`config.mk`:
```
export PLATFORM = sky130hd
export DESIGN_NAME = burst_offset_seq
export DESIGN_NICKNAME = d
export VERILOG_FILES = /design/src/rtl/burst_seq_pkg.sv /design/src/rtl/burst_beat_fsm.sv /design/src/rtl/burst_order_map.sv /design/src/rtl/burst_offset_seq.sv
export SDC_FILE = /design/constraint.sdc
export NUM_CORES = 1
export LEC_CHECK = 0
export ABC_AREA = 0
export BUFFER_PORTS_ARGS = -buffer_cell sky130_fd_sc_hd__buf_4
export CORE_AREA = 4 4 41 43
export CTS_CLUSTER_SIZE = 16
export DETAILED_ROUTE_END_ITERATION = 10
export DIE_AREA = 0 0 45 47
export SETUP_SLACK_MARGIN = 0.15
export SYNTH_ARGS = -nofsm -noshare
export SYNTH_HDL_FRONTEND = slang
export SYNTH_SLANG_ARGS = --single-unit
```
`constraint.sdc`:
```
create_clock -name clk -period 0.95 [get_ports clk]
set_input_delay 0.1425 -clock clk [delete_from_list [all_inputs] [get_ports clk]]
set_output_delay 0.1425 -clock clk [all_outputs]
set_load 0.02 [all_outputs]
```
`src/rtl/burst_seq_pkg.sv`:
```
package burst_seq_pkg;
    localparam int OFS_W = 2;
    localparam int BEATS = 1 << OFS_W;

    typedef logic [OFS_W-1:0] ofs_t;

    typedef enum logic {
        ST_IDLE  = 1'b0,
        ST_BURST = 1'b1
    } seq_state_t;

    typedef enum logic [1:0] {
        T_HOLD = 2'd0,
        T_LOAD = 2'd1,
        T_STEP = 2'd2
    } seq_trans_t;
endpackage

```
`src/rtl/burst_beat_fsm.sv`:
```
module burst_beat_fsm
    import burst_seq_pkg::*;
#(
    parameter int W = OFS_W
) (
    input  logic         clk,
    input  logic         rst_n,
    input  logic         load,
    input  logic         adv_n,
    input  logic [W-1:0] start_in,
    output logic [W-1:0] start_q,
    output logic [W-1:0] beat_q,
    output logic         active
);
    seq_state_t state_q, state_d;
    seq_trans_t trans;
    logic [W-1:0] beat_d, start_d;

    // Transition selection: load has priority over advance.
    always_comb begin
        if (load)
            trans = T_LOAD;
        else if (!adv_n && state_q == ST_BURST)
            trans = T_STEP;
        else
            trans = T_HOLD;
    end

    always_comb begin
        state_d = state_q;
        beat_d  = beat_q;
        start_d = start_q;
        unique case (trans)
            T_LOAD: begin
                state_d = ST_BURST;
                beat_d  = '0;
                start_d = start_in;
            end
            T_STEP: begin
                beat_d = beat_q + W'(1);
            end
            default: begin
            end
        endcase
    end

    always_ff @(posedge clk) begin
        if (!rst_n) begin
            state_q <= ST_IDLE;
            beat_q  <= '0;
            start_q <= '0;
        end else begin
            state_q <= state_d;
            beat_q  <= beat_d;
            start_q <= start_d;
        end
    end

    assign active = (state_q == ST_BURST);

    a_r2_load_restarts: assert property (@(posedge clk) disable iff (!rst_n)
        load |=> (beat_q == '0) && active);
    a_r4_step_one: assert property (@(posedge clk) disable iff (!rst_n)
        (!load && !adv_n && active) |=> beat_q == $past(beat_q) + W'(1));
    a_r6_hold_beat: assert property (@(posedge clk) disable iff (!rst_n)
        (!load && adv_n) |=> $stable(beat_q) && $stable(start_q));
    a_r8_idle_stays: assert property (@(posedge clk) disable iff (!rst_n)
        (!active && !load) |=> !active && beat_q == '0);
endmodule

```
`src/rtl/burst_order_map.sv`:
```
module burst_order_map
    import burst_seq_pkg::*;
#(
    parameter int W = OFS_W
) (
    input  logic [W-1:0] start,
    input  logic [W-1:0] beat,
    input  logic         interleave,
    output logic [W-1:0] ofs
);
    logic [W-1:0] lin_ofs, xor_ofs;

    // Linear order wraps inside the aligned group by dropping the carry.
    assign lin_ofs = start + beat;
    assign xor_ofs = start ^ beat;
    assign ofs     = interleave ? xor_ofs : lin_ofs;

    always_comb begin
        if (beat == '0) begin
            a_r2_first_beat: assert (ofs == start);
        end
    end
endmodule

```
`src/rtl/burst_offset_seq.sv`:
```
module burst_offset_seq
    import burst_seq_pkg::*;
(
    input  logic            clk,
    input  logic            rst_n,
    input  logic [OFS_W-1:0] addr_lo,
    input  logic            load,
    input  logic            adv_n,
    input  logic            mode,
    output logic [OFS_W-1:0] ofs
);
    logic [OFS_W-1:0] start_q, beat_q;
    logic             active;

    burst_beat_fsm #(.W(OFS_W)) u_fsm (
        .clk      (clk),
        .rst_n    (rst_n),
        .load     (load),
        .adv_n    (adv_n),
        .start_in (addr_lo),
        .start_q  (start_q),
        .beat_q   (beat_q),
        .active   (active)
    );

    burst_order_map #(.W(OFS_W)) u_map (
        .start      (start_q),
        .beat       (beat_q),
        .interleave (mode),
        .ofs        (ofs)
    );

    a_r3_load_wins: assert property (@(posedge clk) disable iff (!rst_n)
        load |=> ofs == $past(addr_lo));
    a_r7_same_group: assert property (@(posedge clk) disable iff (!rst_n)
        (!load && !adv_n && active && beat_q == OFS_W'(BEATS-1)) |=> ofs == start_q);
    a_r1_idle_zero: assert property (@(posedge clk) disable iff (!rst_n)
        !active |-> ofs == '0);
endmodule

```
# Word-level counts from Yosys, hierarchy flattened
# Index checks and enable logic that the tools add are counted.
# W data, S select, Z words.
[word_totals]
ff_bits = 5
latch_bits = 0
ram_bits = 0
rom_bits = 0
word_cells = 15
n_memories = 0
[op_classes]
addsub = 2
multipliers = 0
div_mod_pow = 0
n_lt_le_gt_ge = 0
eq_ne = 2
n_shift = 0
n_mux = 4
n_bitwise = 1
reduce_logical = 3
[op_table]
columns = ["operator", "count"]
rows = [
  ["$mux W2", 3],
  ["$pmux W2 S2", 1],
  ["$add A2 B1 Y2 const B", 1],
  ["$add A2 B2 Y2", 1],
  ["$eq A2 B1 Y1 const B", 1],
  ["$eq A2 B2 Y1 const B", 1],
  ["$reduce_bool A2 Y1", 1],
  ["$xor A2 B2 Y2", 1],
  ["$logic_and A1 B1 Y1", 1],
  ["$logic_not A1 Y1", 1],
]

# Depth between registers and ports, before layout
# Gate-level depths: netlist of run 1.
[depth]
word_depth = 6
depth_mapped = 3

# Cells and area by module
# A second synthesis of run 1 with hierarchy kept.
[unflattened]
hier_cells = 21
area_unflattened_um2 = 224.0
[by_module_without_submodules]
columns = ["mod", "instances", "cells_each", "area_each_um2", "seq_area_each_um2"]
rows = [
  ["burst_beat_fsm", 1, 17, 187.7, 100.1],
  ["burst_order_map", 1, 4, 36.3, 0.0],
]

# Worst setup path after synthesis of run 1
# OpenSTA, ideal clock, no wires.
[synth_path]
kind = "flip-flop to output port"
start = "register u_fsm.beat_q[0]"
end = "output ofs[1]"
t_arrival_ns = 0.979
required_ns = 0.808
path_slack_ns = -0.172
stages_incl_launch_ff = 4
path_cell_list = "dfxtp_1 ha_1 nor2b_1 xnor2_1"
[synth_via]
elab_chain_cells = 2
[synth_rtl]
columns = ["element", "line_no", "text"]
rows = [
  ["start, declared", "burst_beat_fsm.sv:12", "output logic [W-1:0] beat_q,"],
  ["start signal, assigned", "burst_beat_fsm.sv:54", "beat_q <= beat_d;"],
  ["$add A2 B2 Y2", "burst_order_map.sv:14", "assign lin_ofs = start + beat;"],
  ["$mux W2", "burst_order_map.sv:16", "assign ofs = interleave ? xor_ofs : lin_ofs;"],
  ["end, declared", "burst_offset_seq.sv:10", "output logic [OFS_W-1:0] ofs"],
]
# No other way between the ends.

# Worst setup path after layout of run 1
[layout_path]
start = "register u_fsm.start_q[0]"
end = "output ofs[1]"
[layout_via]
elab_chain_cells = 2
[layout_rtl]
columns = ["element", "line_no", "text"]
rows = [
  ["start, declared", "burst_beat_fsm.sv:11", "output logic [W-1:0] start_q,"],
  ["start signal, assigned", "burst_beat_fsm.sv:55", "start_q <= start_d;"],
  ["$add A2 B2 Y2", "burst_order_map.sv:14", ""],
  ["$mux W2", "burst_order_map.sv:16", ""],
]
# No other way between the ends.

==> results by group, run 1 <==
Outcome
  – Status: finished, violations left
  – Failing checks: negative setup slack

Logic synthesis
  – Total number of yosys warnings: 0
  – Mean Syn Cell Area: ~11 µm²
  – Top cells by area, synth: dfxtp_1, xnor2_1, mux2i_1, nor2b_1, ha_1
  – Mapped Cells: 21
  – Synth cell types: 11
  – Syn Std Cell Area: 224 µm²
  – Seq cells post-synth: 5
  – Net Count, Synth: 29
  – Share of the synthesized area in the top cell type: 0.447
  – Synth area leader: dfxtp_1
  – Sequential share of the synthesized area: 0.447

Pwr
  – Power, Total: 0.576 mW
  – LEAKAGE: 0.172 nW
  – PD cells: about 1400 nW/µm²
  – Peak VDD IR: between 0.8 and 0.9 mV

Setup path
  – R2r endpoint: u_fsm.beat_q[1]$_SDFFE_PN0P_
  – CP peak stage delay: between 0.3 and 0.4 ns
  – Setup CP Type: reg -> out
  – Crit. Startpoint: u_fsm.start_q[0]$_SDFFE_PN0N_
  – Crit path cell chain: ha_4 > nor2b_4 > xnor2_4 > buf_6
  – Crit path required time: 0.81 ns
  – Reg-to-Reg Start: u_fsm.beat_q[0]$_SDFFE_PN0P_
  – Setup crit end kind: output port
  – Data arrival time of the worst path: roughly 1.2 ns
  – Critical Path End: ofs[1]
  – Worst reg-to-reg setup slack: 0 ns
  – Max FO, Critical Path: 2
  – Worst Setup Start Kind: flop
  – R2R depth: 5
  – CP max stage cell: dfxtp_4

Floorplan
  – IO Count: 9
  – Initial Util: 0.172
  – Row count: 13
  – Die height: approximately 47 µm
  – Core box area: about 1300 µm²
  – Die X: 45 µm
  – Die Area: 2120 µm²

Timing
  – RSZ-0062 raised after global routing: yes
  – Fin. Hold Viols: 0
  – Slew @ Worst Pin: approximately 0.27 ns
  – Fin crit period: about 1.3 ns
  – Final slew viol count: 0
  – Final setup skew: between 0.001 and 0.0015 ns
  – Worst slew margin: 0.821
  – Final worst slack: -0.342 ns
  – F_max: roughly 770 MHz
  – Period utilization: 1.36
  – Setup violators final: 2
  – Setup TNS: -0.497 ns

Placed design
  – Buffers on Ports: 8
  – Setup slack at placement: -0.176 ns
  – Inst Count DP: between 40 and 50
  – Final GP Congestion: 0.637

Clock network
  – Max Root-Sink Buffers: 2
  – CTS tree: built
  – Clock transition at path regs: around 0.040 ns
  – # clock sinks: 5
  – Root Driver: clkbuf_4
  – Clk_lat worst skew: around 0.24 ns
  – Num CTS Buffers: 3
  – Cts hold-fix bufs: 0
  – CTS H-tree lvls: 1

Route
  – Final Routed Wirelength: between 400 and 500 µm
  – Routed Antenna Nets: 0
  – Via density: around 3.8
  – Vias post-DR: around 190
  – Drt pass-1 iters: 2
  – Residual DRC: 0
  – DRT iter0 DRCs: 2
  – Drt wl/cell: ~9.1 µm

Global route
  – Largest net degree at the start of global routing: 5
  – Initial antenna violation count: 0
  – First-pass GRT wire length: approximately 750 µm
  – Vias in the first global route: between 150 and 200
  – GR Util All Layers: 0.0585
  – Total grt overflow: 0

Cells and area
  – Syn-to-layout area delta: 88.3%
  – Final instance count without filler cells: 51
  – Antenna cells: 0
  – # nets final: 45
  – Layout cells sized above 1: 0.611

Min path
  – Hold crit path type: in -> reg

Job
  – Max-cap viol count: 0
## placed cells by master (no fill, tap or decap), types with 2 or more instances in the layout
| cell | synthesis | routed |
|---|---|---|
| nor2_1 | 2 | 2 |
| nor2b_1 | 3 | 2 |
| buf_6 | 0 | 3 |
| dfxtp_1 | 5 | 3 |
| mux2i_1 | 2 | 2 |
| clkbuf_4 | 0 | 3 |
| xnor2_2 | 0 | 2 |
| buf_4 | 0 | 8 |
## repair_timing
action	in CTS	in global routing
setup endpoints to repair	3	4
buffers inserted	0	1
gates resized for setup	4	3
pin swaps	2	2
## flip-flops by register name (all words and copies together), names as in the netlist
name and count:
u_fsm.beat_q 2, u_fsm.start_q 2, u_fsm.active 1
## power breakdown
group | internal (mW) | switching, mW | leakage (nW) | total, mW
clock network | 0.159 | 0.0919 | 0.0150 | 0.251
registers | 0.220 | 0.00933 | 0.0422 | 0.229
logic | 0.0612 | 0.0348 | 0.115 | 0.0960
total | 0.440 | 0.136 | 0.172 | 0.576
## final cells by class
cell class                 count  area, µm²
tap                           15       18.8
fill                         147        880
multi-input combinational     16        178
clock buffer                   4       26.3
sequential                     5        105
timing repair buffer          11       93.8
## cells by family after synthesis
group / Yosys count / share of synthesized area
compound gates: 1 / 0.0335
simple gates: 8 / 0.218
fa+ha+maj: 1 / 0.0559
xor+xnor: 4 / 0.156
mux: 2 / 0.0894
flops: 5 / 0.447
## cells in the mapped netlist
library cell and count:
dfxtp_1 5, nor2b_1 3, xnor2_1 3, mux2i_1 2, nor2_1 2, and2b_2 1
ha_1 1, nand2b_1 1, nand3b_1 1, o21a_1 1, xor2_1 1
## worst min path at each step
stage | from | endpoint | slack (ns) | depth (start not counted)
after detailed placement | rst_n | u_fsm.active$_SDFFE_PN0N_ | 0.38 | 2
after global placement | rst_n | u_fsm.active$_SDFFE_PN0N_ | 0.38 | 2
after global routing | load | u_fsm.active$_SDFFE_PN0N_ | 0.12 | 2
after floorplan | load | u_fsm.active$_SDFFE_PN0N_ | 0.25 | 1
final | rst_n | u_fsm.active$_SDFFE_PN0N_ | 0.13 | 2
after CTS | rst_n | u_fsm.active$_SDFFE_PN0N_ | 0.12 | 2
## metal layers
metal / part of all wire / GRT usage / wire [µm] / up-vias
met2: 0.42 / 0.0734 / 193 / 12
met4: 0 / 0.0175 / 0 / 0
met1: 0.40 / 0.0594 / 187 / 83
met5: 0 / 0 / 0 / -
li1: - / - / - / 98
met3: 0.18 / 0.0728 / 83 / 0
## per-stage QoR
| stage | hold WS, ns | util | cell area [µm²] |
|---|---|---|---|
| floorplan | 0.253 | - | 262 |
| global placement | 0.375 | 0.273 | 355 |
| detailed placement | 0.376 | 0.273 | 355 |
| CTS | 0.121 | 0.308 | 400 |
| global route | 0.120 | 0.324 | 422 |
| finish | 0.125 | 0.324 | 422 |
## critical path: cells and delay by family, from the launching register on
| family | cells | cell delay [ns] |
|---|---|---|
| simple gates | 1 | 0.18 |
| fa+ha+maj | 1 | 0.12 |
| buf+inv | 1 | 0.13 |
| flops | 1 | 0.36 |
| xor+xnor | 1 | 0.13 |
No activity file was read; power rests on OpenSTA's default activity.
==> run 2: changes to the inputs <==
==> constraint.sdc (replaced) <==
create_clock -name clk -period 0.95 [get_ports clk]
set_input_delay 0.1425 -clock clk [delete_from_list [all_inputs] [get_ports clk]]
set_output_delay 0.1425 -clock clk [all_outputs]
set_load 0.05 [all_outputs]
==> run 2 against run 1 <==
Net effect: the run still ends with negative setup slack left; setup slack worse by 0.019 ns; wire length down 2.6%; final area up 7.1%; sequential power about the same; sequential share of layout area down 1.7 points; flip-flop and latch count unchanged; critical path depth unchanged; clock power down 6%; clock-buffer cell count unchanged; first-iteration DRC count down 100%; critical endpoint unchanged; largest cell class unchanged; largest power group unchanged.
==> results by group, run 2 (synthesis results as in run 1) <==
Outcome
  – Status: finished, violations left
  – Failing checks: negative setup slack

Floorplan
  – IO Count: 9
  – Die Area: between 2000 and 2500 µm²
  – Row count: 13
  – Die X: approximately 45 µm
  – Die height: 47 µm
  – Core box area: around 1300 µm²
  – Initial Util: 0.172

Placed design
  – Final GP Congestion: about 0.66
  – Buffers on Ports: 8
  – Area after DPL: 373 µm²
  – Inst Count DP: 48
  – Setup slack at placement: -0.206 ns

Timing
  – Slew @ Worst Pin: 0.124 ns
  – Fin. Hold Viols: 0
  – Period utilization: 1.38
  – F_max: roughly 760 MHz
  – RSZ-0062 raised after global routing: yes
  – Final setup skew: 0.000834 ns
  – WHS: around 0.13 ns
  – Fin crit period: approximately 1.3 ns
  – Worst slew margin: 0.915
  – Setup violators final: 4
  – Final slew viol count: 0
  – Final worst slack: -0.361 ns

Cells and area
  – Syn-to-layout area delta: 102%
  – Final instance count without filler cells: 55
  – Final Util: 0.347
  – Layout cells sized above 1: 0.625
  – Leading cell type in the layout, fill and taps excluded: buf_4
  – Most frequent cells in the layout: buf_4, clkbuf_4, buf_6, dfxtp_1
  – # nets final: 49
  – Antenna cells: 0
  – Finished layout cell area: roughly 450 µm²

Route
  – Vias post-DR: 202
  – Final Routed Wirelength: 451 µm
  – Drt pass-1 iters: 1
  – Routed Antenna Nets: 0
  – DRT iter0 DRCs: 0
  – Residual DRC: 0
  – Drt wl/cell: ~8.2 µm
  – Via density: around 3.7

Setup path
  – Setup crit end kind: output port
  – R2R depth: 6
  – Crit path required time: 0.81 ns
  – Max FO, Critical Path: 2
  – Worst Setup Start Kind: flop
  – Data arrival time of the worst path: between 1 and 1.5 ns
  – Setup CP Type: reg -> out

Clock network
  – CTS tree: built
  – Clock transition at path regs: 0.04 ns
  – CTS H-tree lvls: 1
  – Root Driver: clkbuf_4
  – Clk_lat worst skew: 0.23 ns
  – Cts hold-fix bufs: 0
  – Max Root-Sink Buffers: 2
  – # clock sinks: 5
  – Num CTS Buffers: 3

Global route
  – Total grt overflow: 0
  – First-pass GRT wire length: 696 µm
  – Largest net degree at the start of global routing: 5
  – GR Util All Layers: 0.0499
  – Vias in the first global route: between 150 and 200
  – Initial antenna violation count: 0

Min path
  – Hold crit path type: in -> reg
  – Hold Path Depth: 2

Pwr
  – PD cells: about 1300 nW/µm²
  – Peak VDD IR: approximately 0.55 mV
  – LEAKAGE: 0.194 nW

Job
  – Max-cap viol count: 0
==> run 2: cell types whose count changed in the layout (fill, tap and decap cells not counted) <==
cell	before	now
buf_4	8	11
buf_8	0	1
xnor2_1	0	1
xnor2_2	2	1
==> run 2: per-layer routing <==
| layer | vias to the layer above | GRT usage | part of all wire |
|---|---|---|---|
| li1 | 108 | - | - |
| met1 | 86 | 0.0528 | 0.42 |
| met2 | 8 | 0.0706 | 0.45 |
| met3 | 0 | 0.0230 | 0.12 |
| met4 | 0 | 0.0526 | 0 |
| met5 | - | 0 | 0 |
==> run 2: through the flow <==
stage	TNS [ns]	power (mW)
final	-0.668	0.590
after global routing	-0.830	0.627
after CTS	-0.555	0.605
after detailed placement	-0.206	0.337
after global placement	-0.206	0.337
after floorplan	-0.145	0.297
==> run 2: layout make-up <==
cell class	instances	area (µm²)
Clock buffer	4	26.3
Fill cell	148	850
Multi-Input combinational cell	16	170
Sequential cell	5	105
Tap cell	15	18.8
Timing Repair Buffer	15	131
==> run 2: worst max-delay path, cell delays in order, from the launching register on <==
cell and delay [ns]:
dfxtp_4 0.35, ha_4 0.12, nor2b_4 0.17, xnor2_4 0.12, buf_6 0.17
==> run 2: worst paths after layout <==
check                                    start                            to  slack [ns]
hold reg to reg      u_fsm.active$_SDFFE_PN0N_     u_fsm.active$_SDFFE_PN0N_        0.49
hold / removal                           rst_n     u_fsm.active$_SDFFE_PN0N_        0.13
setup / recovery  u_fsm.beat_q[0]$_SDFFE_PN0P_                        ofs[1]       -0.36
setup reg to reg  u_fsm.beat_q[0]$_SDFFE_PN0P_  u_fsm.beat_q[1]$_SDFFE_PN0P_       -0.14
==> run 2: timing repair <==
item                       CTS  global route
pin swaps                    5             3
resized for setup            6             2
setup buffers                2             1
hold endpoints to repair     0             0
setup endpoints to repair    4             4
==> run 2: where the power goes <==
part	switching (mW)	internal, mW	total, mW
registers	0.00761	0.219	0.227
logic	0.0532	0.0746	0.128
clock network	0.0777	0.158	0.236
